`src/rtl/eerd_pkg.sv`:
```
package eerd_pkg;
  localparam int CODE_W    = 4;
  localparam int PAY_W     = 16;
  localparam int STEP_W    = 4;
  localparam int STEP_LOOP = 2;  // re-entry point for bytes after the first
  localparam int STEP_LAST = 8;  // shift-out step

  typedef enum logic [1:0] {
    ST_IDLE,
    ST_CMD,
    ST_WAIT,
    ST_OUT
  } st_e;
endpackage

```
`src/rtl/eerd_script.sv`:
```
module eerd_script
  import eerd_pkg::*;
#(
  parameter int ADDR_W = 8
) (
  input  logic [STEP_W-1:0] step_i,
  input  logic [ADDR_W-1:0] addr_i,
  output logic [CODE_W-1:0] code_o,
  output logic [PAY_W-1:0]  pay_o
);
  always_comb begin
    code_o = '0;
    pay_o  = '0;
    unique case (step_i)
      4'd0: pay_o = 16'h9EA6;
      4'd1: pay_o = 16'h9CA6;
      4'd2: pay_o = {8'h0E, 8'(addr_i)};
      4'd3: pay_o = 16'h6EA9;
      4'd4: pay_o = 16'h80A6;
      4'd5: pay_o = 16'h50A8;
      4'd6: pay_o = 16'h6EF5;
      4'd7: pay_o = 16'h0000;
      4'd8: code_o = 4'h2;
      default: ;
    endcase
  end
endmodule

```
`src/rtl/eerd_range.sv`:
```
module eerd_range #(
  parameter int ADDR_W = 8,
  localparam int CNT_W = ADDR_W + 1
) (
  input  logic              clk_i,
  input  logic              rst_ni,
  input  logic              load_i,
  input  logic              adv_i,
  input  logic [ADDR_W-1:0] addr_i,
  input  logic [CNT_W-1:0]  cnt_i,
  output logic [ADDR_W-1:0] addr_o,
  output logic              last_o
);
  logic [ADDR_W-1:0] addr_q;
  logic [CNT_W-1:0]  rem_q;

  always_ff @(posedge clk_i or negedge rst_ni) begin
    if (!rst_ni) begin
      addr_q <= '0;
      rem_q  <= '0;
    end else if (load_i) begin
      addr_q <= addr_i;
      rem_q  <= cnt_i;
    end else if (adv_i) begin
      addr_q <= addr_q + 1'b1;
      rem_q  <= rem_q - 1'b1;
    end
  end

  assign addr_o = addr_q;
  assign last_o = (rem_q == CNT_W'(1));

  a_r6_no_adv_past_end: assert property (@(posedge clk_i) disable iff (!rst_ni)
    adv_i |-> rem_q > CNT_W'(1));
endmodule

```
`src/rtl/eerd_seq.sv`:
```
module eerd_seq
  import eerd_pkg::*;
#(
  parameter int ADDR_W = 8,
  localparam int CNT_W = ADDR_W + 1
) (
  input  logic              clk_i,
  input  logic              rst_ni,
  input  logic              start_i,
  input  logic [ADDR_W-1:0] addr_i,
  input  logic [CNT_W-1:0]  cnt_i,
  output logic              cmd_valid_o,
  input  logic              cmd_ready_i,
  output logic [CODE_W-1:0] cmd_code_o,
  output logic [PAY_W-1:0]  cmd_payload_o,
  input  logic              rsp_valid_i,
  input  logic [7:0]        rsp_data_i,
  output logic              out_valid_o,
  input  logic              out_ready_i,
  output logic [ADDR_W-1:0] out_addr_o,
  output logic [7:0]        out_data_o,
  output logic              busy_o,
  output logic              done_o
);
  st_e               st_q;
  logic [STEP_W-1:0] step_q;
  logic [7:0]        data_q;
  logic              done_q;
  logic              load, adv, last;
  logic [ADDR_W-1:0] cur_addr;

  assign load = (st_q == ST_IDLE) && start_i && (cnt_i != '0);
  assign adv  = (st_q == ST_OUT) && out_ready_i && !last;

  eerd_range #(.ADDR_W(ADDR_W)) u_range (
    .clk_i  (clk_i),
    .rst_ni (rst_ni),
    .load_i (load),
    .adv_i  (adv),
    .addr_i (addr_i),
    .cnt_i  (cnt_i),
    .addr_o (cur_addr),
    .last_o (last)
  );

  eerd_script #(.ADDR_W(ADDR_W)) u_script (
    .step_i (step_q),
    .addr_i (cur_addr),
    .code_o (cmd_code_o),
    .pay_o  (cmd_payload_o)
  );

  always_ff @(posedge clk_i or negedge rst_ni) begin
    if (!rst_ni) begin
      st_q   <= ST_IDLE;
      step_q <= '0;
      data_q <= '0;
      done_q <= 1'b0;
    end else begin
      done_q <= 1'b0;
      unique case (st_q)
        ST_IDLE: if (load) begin
          step_q <= '0;
          st_q   <= ST_CMD;
        end
        ST_CMD: if (cmd_ready_i) begin
          if (step_q == STEP_W'(STEP_LAST)) st_q <= ST_WAIT;
          else step_q <= step_q + 1'b1;
        end
        ST_WAIT: if (rsp_valid_i) begin
          data_q <= rsp_data_i;
          st_q   <= ST_OUT;
        end
        ST_OUT: if (out_ready_i) begin
          if (last) begin
            st_q   <= ST_IDLE;
            done_q <= 1'b1;
          end else begin
            step_q <= STEP_W'(STEP_LOOP);
            st_q   <= ST_CMD;
          end
        end
        default: st_q <= ST_IDLE;
      endcase
    end
  end

  assign cmd_valid_o = (st_q == ST_CMD);
  assign out_valid_o = (st_q == ST_OUT);
  assign out_addr_o  = cur_addr;
  assign out_data_o  = data_q;
  assign busy_o      = (st_q != ST_IDLE);
  assign done_o      = done_q;

  a_r7_cmd_hold: assert property (@(posedge clk_i) disable iff (!rst_ni)
    cmd_valid_o && !cmd_ready_i |=> cmd_valid_o && $stable(cmd_code_o) && $stable(cmd_payload_o));
  a_r8_out_hold: assert property (@(posedge clk_i) disable iff (!rst_ni)
    out_valid_o && !out_ready_i |=> out_valid_o && $stable(out_data_o) && $stable(out_addr_o));
  a_r8_no_cmd_while_out: assert property (@(posedge clk_i) disable iff (!rst_ni)
    !(cmd_valid_o && out_valid_o));
  a_r8_shift_then_wait: assert property (@(posedge clk_i) disable iff (!rst_ni)
    cmd_valid_o && cmd_ready_i && cmd_code_o == 4'h2 |=> !cmd_valid_o && !out_valid_o);
  a_r9_done_idle: assert property (@(posedge clk_i) disable iff (!rst_ni)
    done_o |-> !busy_o);
  a_r9_done_after_accept: assert property (@(posedge clk_i) disable iff (!rst_ni)
    done_o |-> $past(out_valid_o && out_ready_i));
endmodule

```
`config.mk`:
```
export PLATFORM = sky130hd
export DESIGN_NAME = eerd_seq
export DESIGN_NICKNAME = d
export VERILOG_FILES = /design/src/rtl/eerd_pkg.sv /design/src/rtl/eerd_script.sv /design/src/rtl/eerd_range.sv /design/src/rtl/eerd_seq.sv
export SDC_FILE = /design/constraint.sdc
export NUM_CORES = 1
export LEC_CHECK = 0
export BUFFER_PORTS_ARGS = -buffer_cell sky130_fd_sc_hd__buf_2
export CAP_MARGIN = 25
export CORE_UTILIZATION = 38
export DETAILED_ROUTE_END_ITERATION = 7
export SKIP_LAST_GASP = 1
export SYNTH_ARGS = -nofsm -noshare
export SYNTH_HDL_FRONTEND = slang
export SYNTH_HIERARCHICAL = 1
export SYNTH_SLANG_ARGS = --single-unit
```
`constraint.sdc`:
```
create_clock -name clk_i -period 2.7 [get_ports clk_i]
set_input_delay 0.135 -clock clk_i [delete_from_list [all_inputs] [get_ports clk_i]]
set_output_delay 0.135 -clock clk_i [all_outputs]
set_load 0.02 [all_outputs]
```
# After elaboration in Yosys (flattened, before gate mapping)

Cells that the tools add are included.

Bits in registers: 32
Input port bits: 31
Output and inout bits: 40

Add/subtract/negate cells: 3
Eq/ne operators: 18
Muxes and demuxes: 22
Reductions and logical operators: 14

Operators with widths:

| cell                                                                | number |
|---|---|
| 16-bit case mux with 7 select lines                                 | 1 |
| 4-bit two-way mux                                                   | 5 |
| 9-bit two-way mux                                                   | 2 |
| 8-bit two-way mux                                                   | 2 |
| 4-bit by 3-bit == test with 1-bit output (second input constant)    | 3 |
| 2-bit two-way mux                                                   | 6 |
| 4-bit case mux with 3 select lines                                  | 1 |
| 9-bit by 1-bit == test with 1-bit output (second input constant)    | 1 |
| 9-bit nonzero test                                                  | 1 |
| 9-bit by 1-bit subtractor with 9-bit output (second input constant) | 1 |
| 8-bit by 1-bit adder with 8-bit output (second input constant)      | 1 |
| 4-bit by 2-bit == test with 1-bit output (second input constant)    | 2 |
| 2-bit != test (second input constant)                               | 4 |
| 2-bit case mux with 4 select lines                                  | 1 |
| 2-bit by 1-bit != test with 1-bit output (second input constant)    | 3 |
| 6-bit AND reduction                                                 | 1 |
| 5-bit AND reduction                                                 | 1 |
| 4-bit by 1-bit adder with 4-bit output (second input constant)      | 1 |
| 2-bit == test (second input constant)                               | 2 |
| 4-bit by 1-bit == test with 1-bit output (second input constant)    | 1 |
| 4-bit == test (second input constant)                               | 1 |
| 1-bit logical AND                                                   | 4 |
| 4-bit zero test                                                     | 1 |
| 1-bit two-way mux                                                   | 4 |
| other kinds (6)                                                     | 7 |

# Longest topological paths before layout

Gate-level depths: netlist of run 1.

Depth in word-level cells: 5
Gate-level depth with buffers: 9

# Cells and area by module

The synthesis of run 1 kept the hierarchy.

By module, submodules not included:

| module      | instances | cells each | area an instance (sq um) |
|---|---|---|---|
| eerd_range  | 1         | 102        | 939.7 |
| eerd_seq    | 1         | 80         | 889.6 |
| eerd_script | 1         | 46         | 280.3 |

# Worst setup path after synthesis of run 1

OpenSTA, ideal clock, no wires.

Kind: register to register
Start: register st_q[1]
End: register u_range.rem_q[5]
Arrival: 2032 ps
Path slack: 587 ps
Cell stages (with the launch flop): 7
Cells stage by stage: dfrtp_1 -> ha_1 -> nand2_1 -> nor2_1 -> or4b_4 -> or4_1 -> a31oi_1

Cells in the longest elaborated chain, start to end: 4
Elaborated cells between the ends (all ways): 8

RTL lines:

| element                             | RTL line         | source |
|---|---|---|
| start, declared                     | eerd_seq.sv:25   | `st_e st_q;` |
| start signal, assigned              | eerd_seq.sv:55   | `st_q <= ST_IDLE;` |
| start signal, assigned              | eerd_seq.sv:64   | `st_q <= ST_CMD;` |
| start signal, assigned              | eerd_seq.sv:67   | `if (step_q == STEP_W'(STEP_LAST)) st_q <= ST_WAIT;` |
| 2-bit == test                       | --               |  |
| named net out_valid_o               | eerd_seq.sv:18   | `output logic out_valid_o,` |
| 1-bit logical AND (2 in a row)      | eerd_seq.sv:33   | `assign adv = (st_q == ST_OUT) && out_ready_i && !last;` |
| named net adv                       | eerd_seq.sv:29   | `logic load, adv, last;` |
| 2-bit nonzero test (no source line) | --               |  |
| end signal, assigned                | eerd_range.sv:23 | `rem_q <= cnt_i;` |
| end signal, assigned                | eerd_range.sv:26 | `rem_q <= rem_q - 1'b1;` |
| end, declared                       | eerd_range.sv:15 | `logic [CNT_W-1:0] rem_q;` |

The timed path passes the listed nets, and every way through them passes these cells.
A chain may end at the register's enable or synchronous reset.

# Worst setup path after layout of run 1

Start: register u_range.rem_q[3]
End: register u_range.rem_q[4]

Cells in the longest elaborated chain, start to end: 4
Elaborated cells between the ends (all ways): 7

RTL lines:

| element                                  | RTL line         | source |
|---|---|---|
| 9-bit by 1-bit == test with 1-bit output | eerd_range.sv:31 | `assign last_o = (rem_q == CNT_W'(1));` |
| named net last                           | eerd_seq.sv:29   |  |
| 1-bit zero test                          | eerd_seq.sv:33   |  |
| 1-bit logical AND                        | eerd_seq.sv:33   |  |
| named net adv                            | eerd_seq.sv:29   |  |
| 2-bit nonzero test (no source line)      | --               |  |

The timed path passes the listed nets, and every way through them passes these cells. The select of a mux whose other input is x is not followed.

==> impl_metrics.toml, run 1 <==
[global_routing]
grt_pass1_vias = 1679
grt_pass1_wl_um = 8030
grt_overflow_total = 0
antenna_found_initial = 0
track_usage_pct = 17.2
grt_max_degree = 33

[worst_setup_path]
crit_path_start_kind = "flip-flop"
endpoint_kind = "flip-flop"
cp.required_ns = 2.90
path_max_fanout = 12
path_class = "flip-flop to flip-flop"
crit_arrival_ns = 2.55

[place]
gp_congestion = 0.781
io_buffer_count = 66
dp_hpwl_um = 3580
placed_cell_area_um2 = 2470

[timing]
finalClockSkew_ns = 0.00865
setup_tns_ns = 0
slew-limit-headroom_pct = 52.7
whs_ns = 0.0482
finalCritPeriodShare_pct = 87.0
hold_viol = 0
worst_slew_pin_slew_ns = 0.709
setup_viol = 0
max_freq_ghz = 0.426
rsz0062_at_grt = "false"
slew_violations = 0
post-route-min-period_ns = 2.35

[power]
ir_worst_vdd_v = 0.000536
power_density_nw_per_um2 = 1190
power.leakage_nw = 1.16

[logic_synthesis]
ys_seq_elements = 32
synth_top_area_share_pct = 38.0
synth.distinct_cells = 49
ys_seq_area_share_pct = 38.0
ys_warn_count = 6
synth_edf_count = 0
synthFlopType = "dfrtp_1"
synth.top_cells.by_count = "dfrtp_1 (32), nand2_1 (25), inv_1 (15)"
synth_area_um2 = 2110
synth_top_cell_by_area = "dfrtp_1"
async_flop_share_pct = 100
syn_inst = 228
synth_area_leaders = "dfrtp_1 (38%), ha_1 (5.9%), nand2_1 (4.4%)"
synth.most_common_cell = "dfrtp_1"
avgSynthCellArea_um2 = 9.25

[cts]
clkSinkCount = 32
numCtsBuffers = 5
ctsResizeCount = 0
cts.path.max_buffers = 2
clock-root-buffer = "clkbuf_8"
h-tree-depth = 2
cts_tree = "built"
clk_latency_ns = 0.29
clk_pin_slew_ns = 0.08

[flow_run]
maxCapViolCount = 0

[final_layout]
layout-drive-gt1-share_pct = 33.3
layout.nets = 334
synthToLayoutAreaGrowth_pct = 21.8
design_area_um2 = 2570
diodes = 0

[route]
drt-wirelength-per-cell_um = 13.1
drt-total-wl_um = 4770
dr.pass1.iters = 4
drt_iter0_drc = 66
postRouteAntennaNets = 0
drc_errors = 0
routed_via_density = 5.08
vias = 1850

[min_path]
min_path_type = "input port to flip-flop"

[floorplan]
die_area_um2 = 5850
die_h_um = 76.5
start_util_pct = 40.3
rows = 26
core-area_um2 = 5240
die_w_um = 76.5
ios = 71

[run_status]
status = "complete, no violations"
-- through the flow --
| stage | util, % | setup slack (ns) | std cells | power, mW |
|---|---|---|---|---|
| floorplan | - | 0.587 | 231 | 2.22 |
| global placement | 47.1 | 0.431 | 355 | 2.68 |
| detailed placement | 47.1 | 0.365 | 355 | 2.70 |
| CTS | 49.1 | 0.344 | 364 | 3.09 |
| global route | 49.1 | 0.0961 | 364 | 3.34 |
| finish | 49.1 | 0.351 | 364 | 3.07 |
-- cell families (layout without fill, tap and decap cells) --
logic type,count (synthesis),count (layout),synth area share (%)
simple gates,89,89,23.8
compound gates,48,48,16.1
flops,32,32,38.0
buf+inv,30,93,7.41
fa+ha+maj,11,11,6.41
mux,9,9,4.75
xor+xnor,8,8,3.32
other cells,1,4,0.178
-- layout by cell type, fill, tap and decap left out, types with 4 or more instances in the layout --
| cell | Yosys | layout |
|---|---|---|
| buf_2 | 2 | 66 |
| nor2_1 | 13 | 13 |
| or4_1 | 7 | 7 |
| dfrtp_1 | 32 | 32 |
| clkbuf_8 | 0 | 5 |
| o21ai_0 | 13 | 13 |
| ha_1 | 10 | 10 |
| o211ai_1 | 6 | 6 |
| a21oi_1 | 8 | 8 |
| nand2_1 | 25 | 25 |
| inv_1 | 15 | 15 |
| nor3_1 | 5 | 5 |
| mux2_2 | 8 | 8 |
| a31oi_1 | 4 | 4 |
| nand3_1 | 11 | 11 |
| nand2b_1 | 5 | 5 |
| xor2_1 | 5 | 5 |
| conb_1 | 1 | 4 |
-- per-layer routing --
layer / vias up / routed length [um] / global-route usage, %
met5: - / 0 / 0
met4: 0 / 72 / 6.92
met3: 9 / 169 / 2.99
met2: 46 / 2190 / 27.1
met1: 855 / 2340 / 23.2
li1: 940 / - / -
-- sequential cells by signal, indices dropped and copies added (netlist names) --
| signal | count |
|---|---|
| out_data_o | 8 |
| step_q | 4 |
| u_range/rem_q | 9 |
| st_q | 2 |
| u_range/addr_o | 8 |
| done_o | 1 |
-- repair_timing --
item | in CTS | in global routing
hold buffers | 1 | 0
setup endpoints to repair | 0 | 0
setup buffers | 0 | 0
endpoints found under the hold margin | 32 | 0
-- layout make-up --
cell class,count,area (um2)
clock inverters,3,23.8
fillers,527,2670
flip-flops and latches,32,801
repair buffers,70,363
multi-input cells,169,1170
inverters,15,56.3
clock buffers,5,68.8
well taps,70,87.6
-- where the power goes --
group	switching [mW]	leakage [nW]	total, mW	internal [mW]
Combinational	0.992	0.732	1.69	0.703
Clock	0.196	0.0404	0.378	0.182
Sequential	0.291	0.390	0.993	0.702
Total	1.48	1.16	3.07	1.59
-- critical path, stage by stage, from the launching register on --
cell and delay (ns):
dfrtp_1 0.44, or4_4 0.53, nor4_1 0.45, nor2_1 0.10, buf_4 0.20, nand3b_1 0.23
o21ai_0 0.13, a31oi_1 0.18
-- path summary, 6_finish.rpt --
path | startpoint | end | slack [ns] | depth (start not counted)
worst min-delay path | addr_i[5] | u_range/addr_o[5] | 0.05 | 3
worst max register to register | u_range/rem_q[3] | u_range/rem_q[4] | 0.35 | 7
min in group asynchronous | rst_ni | out_data_o[6] | 0.43 | 2
max in group asynchronous | rst_ni | step_q[0] | 1.81 | 2
worst min register to register | out_data_o[0] | out_data_o[0] | 0.51 | 1
worst max-delay path | u_range/rem_q[3] | u_range/rem_q[4] | 0.35 | 7
(Power assumes the default switching activity.)
==> run 2: changes to the inputs <==
--- a/config.mk
+++ b/config.mk
@@ -9,6 +9,7 @@
 export CAP_MARGIN = 25
 export CORE_UTILIZATION = 38
 export DETAILED_ROUTE_END_ITERATION = 7
+export PLACE_DENSITY = 0.67
 export SKIP_LAST_GASP = 1
 export SYNTH_ARGS = -nofsm -noshare
 export SYNTH_HDL_FRONTEND = slang
==> impl_metrics.toml, run 2 (synthesized netlist as in run 1, its figures left out) <==
[flow_run]
maxCapViolCount = 0

[timing]
setup_tns_ns = 0
worst_slew_pin_slew_ns = 0.719
finalClockSkew_ns = 0.00674
fin_ws_ns = 0.419
max_freq_ghz = 0.438
finalCritPeriodShare_pct = 84.5
rsz0062_at_grt = "false"
setup_viol = 0
post-route-min-period_ns = 2.28
slew_violations = 0
slew-limit-headroom_pct = 52.1
hold_viol = 0

[cts]
clk_pin_slew_ns = 0.07
cts.path.max_buffers = 2
numCtsBuffers = 5
clk_latency_ns = 0.28
clkSinkCount = 32
cts_tree = "built"
clock-root-buffer = "clkbuf_8"
h-tree-depth = 2
post_cts_buffers = 0

[floorplan]
ios = 71
rows = 26
die_w_um = 76.5
core-area_um2 = 5240
die_h_um = 76.5
start_util_pct = 40.3
die_area_um2 = 5850

[route]
postRouteAntennaNets = 0
drt_iter0_drc = 58
vias = 1873
routed_via_density = 5.16
drt-total-wl_um = 4720
drt-wirelength-per-cell_um = 13.0
drc_errors = 0
dr.pass1.iters = 6

[final_layout]
layout-drive-gt1-share_pct = 33.1
diodes = 0
layout.nets = 333
final_common_cell = "buf_2"
mostFrequentLayoutCells = "buf_2 (66), dfrtp_1 (32), nand2_1 (25)"
max_flop_register = "u_range/rem_q"
multiInputGateArea_um2 = 1170
largest_reg_flops = 9
synthToLayoutAreaGrowth_pct = 22.4
seqCellArea_um2 = 801
fillCellCount = 507

[min_path]
hold-path-cell-count = 3
min_path_type = "input port to flip-flop"
holdCritStartpoint = "addr_i[4]"
min_to = "u_range/addr_o[4]"

[place]
place_ws_ns = 0.421
io_buffer_count = 66
dp_hpwl_um = 3490
gp_congestion = 0.784

[global_routing]
track_usage_pct = 17.0
grt_pass1_vias = 1657
grt_overflow_total = 0
grt_max_degree = 33
grt_pass1_wl_um = 7950
antenna_found_initial = 0

[run_status]
status = "complete, no violations"

[power]
ir_worst_vdd_v = 0.000583
power_density_nw_per_um2 = 1220
power.leakage_nw = 1.17

[worst_setup_path]
rr_startpoint = "u_range/rem_q[5]"
worstPathCellList = "or4_4 -> nor4_1 -> nor2_1 -> buf_4 -> nand3b_1 -> or4_1 -> a31oi_1"
r2r-end = "u_range/rem_q[8]"
slowest_stage = "or4_4"
crit_path_start_kind = "flip-flop"
r2r_cells = 7
path_class = "flip-flop to flip-flop"
critical-path-top-delay-family = "simple AND/OR/NAND/NOR gates"
cp_num_buf_inv = 1
slowest_delay_ns = 0.56
crit_arrival_ns = 2.43
endpoint_kind = "flip-flop"
path_max_fanout = 11
cp.required_ns = 2.85
r2r_slack_ns = 0.42
## run 2: what timing repair did
item / in CTS / in global routing
hold buffers: 1 / 0
endpoints found under the hold margin: 32 / 0
resized for setup: 0 / 0
## run 2: per-stage QoR
step	util [%]	hold slack, ns	instances	cell area [um2]	power (mW)
6_report	49.3	0.0596	363	2580	3.14
5_1_grt	49.3	0.0714	363	2580	3.38
2_1_floorplan	-	-0.161	231	2120	2.22
3_5_place_dp	47.0	0.231	354	2460	2.70
4_1_cts	49.3	0.0518	363	2580	3.16
3_3_place_gp	47.0	0.230	354	2460	2.66
## run 2: worst max-delay path by stage
stage	depth (start not counted)	startpoint	end	slack, ns
after floorplan	6	st_q[1]	u_range/rem_q[5]	0.59
after global routing	7	u_range/rem_q[5]	u_range/addr_o[3]	0.30
after detailed placement	7	u_range/rem_q[5]	u_range/rem_q[8]	0.42
after CTS	7	u_range/rem_q[5]	u_range/rem_q[4]	0.43
final	7	u_range/rem_q[5]	u_range/rem_q[8]	0.42
after global placement	7	u_range/rem_q[5]	u_range/rem_q[8]	0.51
## run 2: metal layers
layer  share of wire [%]  GRT usage [%]  vias to the layer above
met1                  49           23.7                      866
met2                  45           26.1                       61
met5                   0              0                        -
met4                0.78           5.19                        0
met3                 5.4           3.95                        4
li1                    -              -                      942
## run 2: layout make-up
cell class	instances	share of cell area (%)
multi-input cells	169	45.3
repair buffers	69	13.8
clock buffers	5	2.67
inverters	15	2.18
flip-flops and latches	32	31.0
well taps	70	3.39
clock inverters	3	1.65
## run 2: tightest hold or removal path, delay by kind of cell
kind | cells | cell delay (ns)
AND/OR/NAND/NOR | 1 | 0.04
buffers and inverters | 1 | 0.07
AO/OA/AOI/OAI | 1 | 0.06
## run 2: power breakdown
part | switching [mW] | total [mW] | internal, mW | leakage [nW]
Combinational | 0.991 | 1.69 | 0.698 | 0.726
Sequential | 0.292 | 0.994 | 0.702 | 0.390
Clock | 0.181 | 0.454 | 0.273 | 0.0541
Total | 1.46 | 3.14 | 1.67 | 1.17
==> run 3: changes to the inputs <==
--- a/config.mk
+++ b/config.mk
@@ -9,7 +9,7 @@
 export CAP_MARGIN = 25
 export CORE_UTILIZATION = 38
 export DETAILED_ROUTE_END_ITERATION = 7
-export PLACE_DENSITY = 0.67
+export PLACE_DENSITY = 0.7
 export SKIP_LAST_GASP = 1
 export SYNTH_ARGS = -nofsm -noshare
 export SYNTH_HDL_FRONTEND = slang
==> constraint.sdc (replaced) <==
create_clock -name clk_i -period 1.8 [get_ports clk_i]
set_input_delay 0.09 -clock clk_i [delete_from_list [all_inputs] [get_ports clk_i]]
set_output_delay 0.09 -clock clk_i [all_outputs]
set_load 0.02 [all_outputs]
==> impl_metrics.toml, run 3 (synthesized netlist as in run 1, its figures left out) <==
[cts]
cts_tree = "built"
clock-root-buffer = "clkbuf_8"
clk_pin_slew_ns = 0.07
h-tree-depth = 2
cts.path.max_buffers = 2
clkSinkCount = 32
clk_latency_ns = 0.29
numCtsBuffers = 5

[power]
ir_worst_vdd_v = 0.000740
switching_share_pct = 44.9
internal_power_mw = 2.99
pwr-share-clk_pct = 12.8
power_density_nw_per_um2 = 1840
pwr-share-comb_pct = 62.0
power.leakage_nw = 1.36
power.total_mw = 5.43
p_switching_mw = 2.44
sequentialPowerShare_pct = 25.2

[worst_setup_path]
endpoint_kind = "flip-flop"
critical-path-top-delay-family = "simple AND/OR/NAND/NOR gates"
slowest_stage = "or4b_4"
worstPathCellList = "inv_1 -> ha_2 -> nand2b_4 -> nor4_4 -> nor2_2 -> or4b_4 -> or4_1 -> a31oi_1"
cp.depth = 8
crit_path_start_kind = "flip-flop"
path_class = "flip-flop to flip-flop"
path_max_fanout = 3
cp.required_ns = 2.01
crit_arrival_ns = 2.18
cp_num_buf_inv = 1
slowest_delay_ns = 0.50
r2r_cells = 8

[final_layout]
largest_reg_flops = 9
mostFrequentLayoutCells = "buf_2 (66), buf_4 (38), dfrtp_1 (31)"
fillCellCount = 471
layout-drive-gt1-share_pct = 44.3
layout.nets = 372
diodes = 0
post-route-util_pct = 56.4
max_flop_register = "u_range/rem_q"
final_common_cell = "buf_2"
synthToLayoutAreaGrowth_pct = 39.9

[run_status]
violations = "setup timing"
status = "finished, violations left"

[timing]
finalCritPeriodShare_pct = 110
max_freq_ghz = 0.506
whs_ns = 0.0170
post-route-min-period_ns = 1.98
setup_viol = 21
hold_viol = 0
slew_violations = 0
fin_ws_ns = -0.176
setup_tns_ns = -2.17
rsz0062_at_grt = "true"
finalClockSkew_ns = 0.00469
worst_slew_pin_slew_ns = 0.760
slew-limit-headroom_pct = 49.3

[route]
drc_errors = 0
drt_iter0_drc = 105
drt-wirelength-per-cell_um = 13.9
drt-total-wl_um = 5600
dr.pass1.iters = 4
routed_via_density = 5.17
postRouteAntennaNets = 0
vias = 2080

[floorplan]
die_w_um = 76.5
rows = 26
die_area_um2 = 5850
ios = 71
core-area_um2 = 5240
die_h_um = 76.5
start_util_pct = 40.3

[min_path]
min_path_type = "input port to flip-flop"
hold-path-cell-count = 3

[place]
dp_hpwl_um = 3930
gp_congestion = 0.809
place_ws_ns = -0.208
io_buffer_count = 66

[global_routing]
antenna_found_initial = 0
grt_pass1_wl_um = 9270
grt_max_degree = 33
grt_pass1_vias = 1954
track_usage_pct = 19.9
grt_overflow_total = 0

[flow_run]
maxCapViolCount = 0
==> run 3: repair_timing <==
item | CTS | global route
gates cloned | 0 | 1
hold buffers | 1 | 1
resized for setup | 2 | 15
buffers inserted | 4 | 5
endpoints found under the hold margin | 32 | 1
endpoints found under the setup margin | 22 | 25
pin swaps | 5 | 10
==> run 3: power groups by stage <==
stage	sequential, mW	combinational (mW)	clock, mW
finish	1.37	3.37	0.693
global route	1.43	3.69	0.744
CTS	1.36	3.23	0.706
detailed placement	1.37	3.14	0
global placement	1.36	3.07	0
floorplan	1.60	1.80	0
==> run 3: worst reg2reg max path: stages, from the launching register on <==
cell	delay [ns]
dfrtp_1	0.35
inv_1	0.06
ha_2	0.18
nand2b_4	0.08
nor4_4	0.05
nor2_2	0.13
or4b_4	0.50
or4_1	0.40
a31oi_1	0.15
==> run 3: path summary, 6_finish.rpt <==
path                                   from  slack (ns)           endpoint
min reg2reg                   out_data_o[0]        0.50      out_data_o[0]
max                        u_range/rem_q[1]       -0.18   u_range/rem_q[5]
max in group asynchronous            rst_ni        0.86            st_q[0]
min                               addr_i[5]        0.02  u_range/addr_o[5]
max reg2reg                u_range/rem_q[1]       -0.18   u_range/rem_q[5]
min in group asynchronous            rst_ni        0.40      out_data_o[4]
==> run 3: stage by stage <==
stage	instance area, um2	instances
3_5_place_dp	2700	382
3_3_place_gp	2700	382
2_1_floorplan	2160	231
6_report	2950	402
5_1_grt	2950	402
4_1_cts	2860	395
==> run 3: per-layer routing <==
layer | vias up | global-route usage [%] | part of all wire, %
met5 | - | 0 | 0
met2 | 55 | 33.6 | 48
met3 | 6 | 4.07 | 4.1
met1 | 1002 | 25.7 | 47
met4 | 0 | 5.38 | 0.98
li1 | 1017 | - | -
==> run 3: final cells by class <==
cell class	instances	area (um2)	share of cell area, %
multi-input cells	169	1240	41.9
well taps	70	87.6	2.97
inverters	15	56.3	1.91
flip-flops and latches	32	802	27.2
clock buffers	5	68.8	2.33
clock inverters	3	42.5	1.44
repair buffers	108	658	22.3
